## config.mk

```make
export PLATFORM = sky130hd
export DESIGN_NAME = cel_varnode
export DESIGN_NICKNAME = d
export VERILOG_FILES = /design/src/rtl/cel_varnode.sv
export SDC_FILE = /design/constraint.sdc
export NUM_CORES = 1
export LEC_CHECK = 0
export BUFFER_PORTS_ARGS = -buffer_cell sky130_fd_sc_hd__buf_2
export CORE_AREA = 3 3 40 42
export DETAILED_ROUTE_END_ITERATION = 8
export DIE_AREA = 0 0 43 45
export PLACE_DENSITY = 0.41
export SLEW_MARGIN = 20
export SYNTH_ARGS = -nofsm -noshare
export SYNTH_HDL_FRONTEND = slang
export SYNTH_SLANG_ARGS = --single-unit
```

## constraint.sdc

```tcl
create_clock -name clk -period 1.85 [get_ports clk]
set_input_delay 0.37 -clock clk [delete_from_list [all_inputs] [get_ports clk]]
set_output_delay 0.37 -clock clk [all_outputs]
set_load 0.05 [all_outputs]
```

## src/rtl/cel_varnode.sv

```systemverilog
module cel_varnode #(
  parameter int DV       = 4,
  parameter bit FEEDBACK = 1'b0
) (
  input  logic          clk,
  input  logic          rst_n,
  input  logic          chan_bit,
  input  logic [DV-1:0] chk_msg,
  input  logic          phase,
  input  logic          iter_stb,
  output logic [DV-1:0] out_msg,
  output logic          decided
);
  localparam int NC   = DV - 1;
  localparam int LAST = (2 * DV - 3) % DV;

  logic [NC-1:0] st, nx, init_val;
  logic          head_in;

  assign decided = st[NC-1];
  assign out_msg = phase ? {DV{decided}} : {DV{chan_bit}};
  assign head_in = FEEDBACK ? out_msg[0] : chk_msg[0];

  always_comb begin
    logic cin;
    nx       = st;
    init_val = '0;
    for (int k = 0; k < NC; k++) begin
      cin         = (k == 0) ? head_in : nx[k-1];
      nx[k]       = (cin == chk_msg[k+1]) ? chk_msg[k+1] : st[k];
      init_val[k] = chk_msg[(k + DV - 1) % DV];
    end
  end

  always_ff @(posedge clk) begin
    if (!rst_n)        st <= '0;
    else if (iter_stb) st <= phase ? nx : init_val;
  end

  AST_HOLD_IDLE: assert property (@(posedge clk) disable iff (!rst_n)
    !iter_stb |=> $stable(st));
  AST_INIT_HEAD: assert property (@(posedge clk) disable iff (!rst_n)
    iter_stb && !phase |=> st[0] == $past(chk_msg[DV-1]));
  AST_INIT_TAIL: assert property (@(posedge clk) disable iff (!rst_n)
    iter_stb && !phase |=> decided == $past(chk_msg[LAST]));
  AST_KEEP_DISAGREE: assert property (@(posedge clk) disable iff (!rst_n)
    iter_stb && phase && (head_in != chk_msg[1]) |=> st[0] == $past(st[0]));
  AST_COPY_AGREE: assert property (@(posedge clk) disable iff (!rst_n)
    iter_stb && phase && (head_in == chk_msg[1]) |=> st[0] == $past(chk_msg[1]));
endmodule

```

## Word-level counts from Yosys, hierarchy flattened

Index checks and enable logic that the tools add are counted.

| storage, ports and cells | value |
|---|---|
| flip-flop bits (word level) | 3 |
| input port bits | 9 |
| output and inout bits | 5 |

| operators by class | value |
|---|---|
| eq/ne operators | 4 |
| muxes and demuxes | 5 |
| reduce and logical (&&, ||, !) cells | 1 |

Operators by type and width:

| kind | number |
|---|---|
| 4-bit 2-to-1 mux | 1 |
| 1-bit equality test | 3 |
| 1-bit 2-to-1 mux | 3 |
| 3-bit 2-to-1 mux | 1 |
| 2-bit by 1-bit inequality test with 1-bit output, second input constant | 1 |
| 2-bit AND reduction | 1 |

## Logic depth before layout (Yosys ltp)

| logic depth | value |
|---|---|
| depth after elaboration | 7 |
| mapped depth | 5 |

## Worst setup path before layout

OpenSTA, ideal clock, no wires.

| timing path | value |
|---|---|
| kind | register to output |
| from | reg st[2] |
| to | out out_msg[1] |
| arrival time | 1.364 ns |
| slack | 0.116 ns |
| cell stages (with the launch flop) | 3 |
| buffers on the path | 1 |
| path through | dfxtp_1 -> mux2_2 -> buf_4 |

| between the ends | value |
|---|---|
| word-level cells in the longest chain between the ends | 1 |

Ends and longest elaborated chain:

| item | RTL line | text |
|---|---|---|
| from (decl) | 17 | `logic [NC-1:0] st, nx, init_val;` |
| from (signal assigned) | 37 | `else if (iter_stb) st <= phase ? nx : init_val;` |
| 4-bit 2-to-1 mux | 21 | `assign out_msg = phase ? {DV{decided}} : {DV{chan_bit}};` |
| to (decl) | 11 | `output logic [DV-1:0] out_msg,` |

No other way between the ends.

## Final worst setup path

| timing path | value |
|---|---|
| from | in phase |
| to | out out_msg[3] |

| between the ends | value |
|---|---|
| word-level cells in the longest chain between the ends | 1 |

Ends and longest elaborated chain:

| item | RTL line | text |
|---|---|---|
| from (decl) | 9 | `input logic phase,` |
| 4-bit 2-to-1 mux | 21 |  |

No other way between the ends.

==> results.txt <==
Die Width = 43 µm
Post-DP HPWL = 427 µm
Worst vdd ir = 403 µV
Drt drc = 0
Placed standard-cell area = 295 µm²
Die ar. = 0.00194 mm²
Clock Path Buffers = 2
Hold buffers post-CTS = 0
Worst Path Max Fanout = 9
PnR Total Power = 0.278 mW
WP buf/inv = 2
Die height = 45 µm
Top Registers = st x3
Clock latency on the worst-skew pair = 0.23 ns
Hold/Removal Path Class = in -> reg
Fin cells = 59
First-pass GRT wire length = 779 µm
RSZ-0062 raised after global routing = false
Largest family of logic cells by synthesized area = simple AND/OR/NAND/NOR gates
Mux cell area share after synthesis = 15.3%
CP arrival = 1.14 ns
Status = finished clean
Share of layout cells above drive strength 1 = 45.5%
Routed Antenna Nets = 0
CORE AREA = 0.00128 mm²
Via density = 3.97
Clk pwr share = 40.6%
Max Clk Rate = 663 MHz
Post-synth top area share = 25.3%
Switching share of power = 34.9%
Synth Area in Compound Gates = 16.8%
Relative slew slack = 83.6%
Kind of start point of the critical path = input pin
Initial antenna violation count = 0
Placed insts = 55
CTS tree = done
Initial Util = 18.5%
Worst-margin pin slew = 0.248 ns
Count leader, synth = nor2_1
Lkg Pwr = 0.156 nW
Yosys warnings = 0
Num CTS Buffers = 3
Switching power = 0.0968 mW
Critical path required time = 1.48 ns
#FFs+latches synth = 3
Util after Layout = 25.0%
Post-synthesis cell count = 31
IO Count = 14
Top FF cell, synth = dfxtp_1
Clk sinks = 3
DR iter-0 viols = 0
Post-Synth Adder-Cell Area = 9.47%
Syn_nets = 40
Worst Skew = 0.00410 ns
Setup Fix Bufs, Post-CTS = 0
Routed WL = 535 µm
Post-synth EDFFs = 0
Gr busiest metal = met2
Worst setup EP type = output pin
WS Path Type = in -> out
Period minus WS final = 1.51 ns
DR WL/cell = 9.07 µm
Syn_area_per_cell = 7.67 µm²
Final slew viol count = 0
Clock transition at path regs = 0.04 ns
Seq/Total Area, Yosys = 25.3%
Filler instances = 149
Largest cells by area after synthesis = dfxtp_1 25%, buf_4 9.5%, maj3_2 9.5%
Crit-path max cell delay = 0.37 ns
Worst path slowest cell = mux2_2
Setup_tns = 0 ns
Pre-Repair DR Iteration Count = 1
P&R area growth vs syn = 35.3%
Met3 usage in global routing = 3.98%
Largest reg by FF count = st
Core Rows = 13
Total track usage = 5.82%
Synth Cell Area = 238 µm²
Final hold vios = 0
Synth cell types = 15
Combinational share of power = 32.7%
Largest net degree at the start of global routing = 10
Most frequent cells after synthesis = 5 x nor2_1, 4 x nand2_1, 3 x buf_4, 3 x dfxtp_1, 3 x o21ai_0
Async SR Flop Fraction = 0%
Sequential share of power = 26.7%
CTS-repair resized insts = 0
Met2 Use GR = 7.78%
Pint = 0.181 mW
GR Layer Usage met1 = 6.01%
GP Congestion = 0.629
Cell Chain, Critical Path = buf_2 > mux2_2 > buf_2
# nets final = 54
Root buffer cell = clkbuf_4
Max Cap Viol = 0
Final setup viols = 0
PortBufs = 13
Routed vias = 234
Post-route cell area = 322 µm²
Synth Area in XOR/XNOR = 0%
CP delay by family, top = buffers and inverters
Htree depth = 1
Simple-Gate Fraction of Synth Area = 20.5%
Pwr per Cell Area = 864 mW/mm²
Critical path's most frequent cell = buf_2
Number of global-route vias before repair = 209
Max reg flops = 3
GRT overflow = 0
Period utilisation layout = 81.5%
ANT cells = 0
Yosys top cell by area = dfxtp_1
## through the flow
stage,setup slack (ns),hold WS [ns]
2_1_floorplan,0.116,0.462
3_3_place_gp,0.220,0.500
3_5_place_dp,0.248,0.508
4_1_cts,0.333,0.399
5_1_grt,0.308,0.413
6_report,0.342,0.403
## area by class of cell
class | instances | area [µm²] | share of cell area, %
inverter | 1 | 3.75 | 1.17
clock buffer | 4 | 26.3 | 8.17
timing repair buffer | 13 | 65.1 | 20.2
multi-input combinational | 23 | 148 | 45.9
tap | 15 | 18.8 | 5.84
sequential | 3 | 60.1 | 18.7
## path summary, 6_finish.rpt
kind                            start         end  slack (ns)  depth (start not counted)
worst max-delay path            phase  out_msg[3]        0.34                          3
worst min-delay path            rst_n       st[0]        0.40                          3
worst min register to register  st[1]       st[1]        0.50                          2
worst max register to register  st[0]       st[2]        0.44                          4
## worst register-to-register path, stage by stage (launching register included)
cell	delay (ns)
dfxtp_1	0.30
maj3_2	0.30
maj3_2	0.35
mux2_4	0.31
nor2_1	0.09
## placed cells by master (no fill, tap or decap)
cell type / synthesis / layout
buf_2: 0 / 13
nor2_1: 5 / 5
nand2_1: 4 / 4
o21ai_0: 3 / 3
clkbuf_4: 0 / 3
dfxtp_1: 3 / 3
maj3_2: 2 / 2
a21oi_1: 2 / 2
a211oi_1: 2 / 2
mux2_2: 1 / 1
nor3b_1: 1 / 1
mux2_4: 1 / 1
nand3b_1: 1 / 1
inv_1: 1 / 1
mux2i_1: 1 / 1
clkbuf_1: 1 / 1
## per-layer routing
| layer | wire, µm | part of all wire [%] |
|---|---|---|
| met5 | 0 | 0 |
| met4 | 0 | 0 |
| met3 | 74 | 14 |
| met2 | 210 | 39 |
| met1 | 249 | 47 |
## power by group through the flow
stage | Clock [mW] | Combinational (mW) | Sequential (mW)
2_1_floorplan | 0 | 0.0684 | 0.0811
5_1_grt | 0.123 | 0.0967 | 0.0750
3_3_place_gp | 0 | 0.0921 | 0.0753
4_1_cts | 0.117 | 0.0918 | 0.0742
6_report | 0.113 | 0.0907 | 0.0741
3_5_place_dp | 0 | 0.0912 | 0.0754
## cell families (layout without fill, tap and decap cells)
logic type / after synthesis / count (layout)
compound gates: 7 / 7
flops: 3 / 3
buf+inv: 5 / 18
simple gates: 11 / 11
fa+ha+maj: 2 / 2
mux: 3 / 3
(Power assumes the default switching activity.)
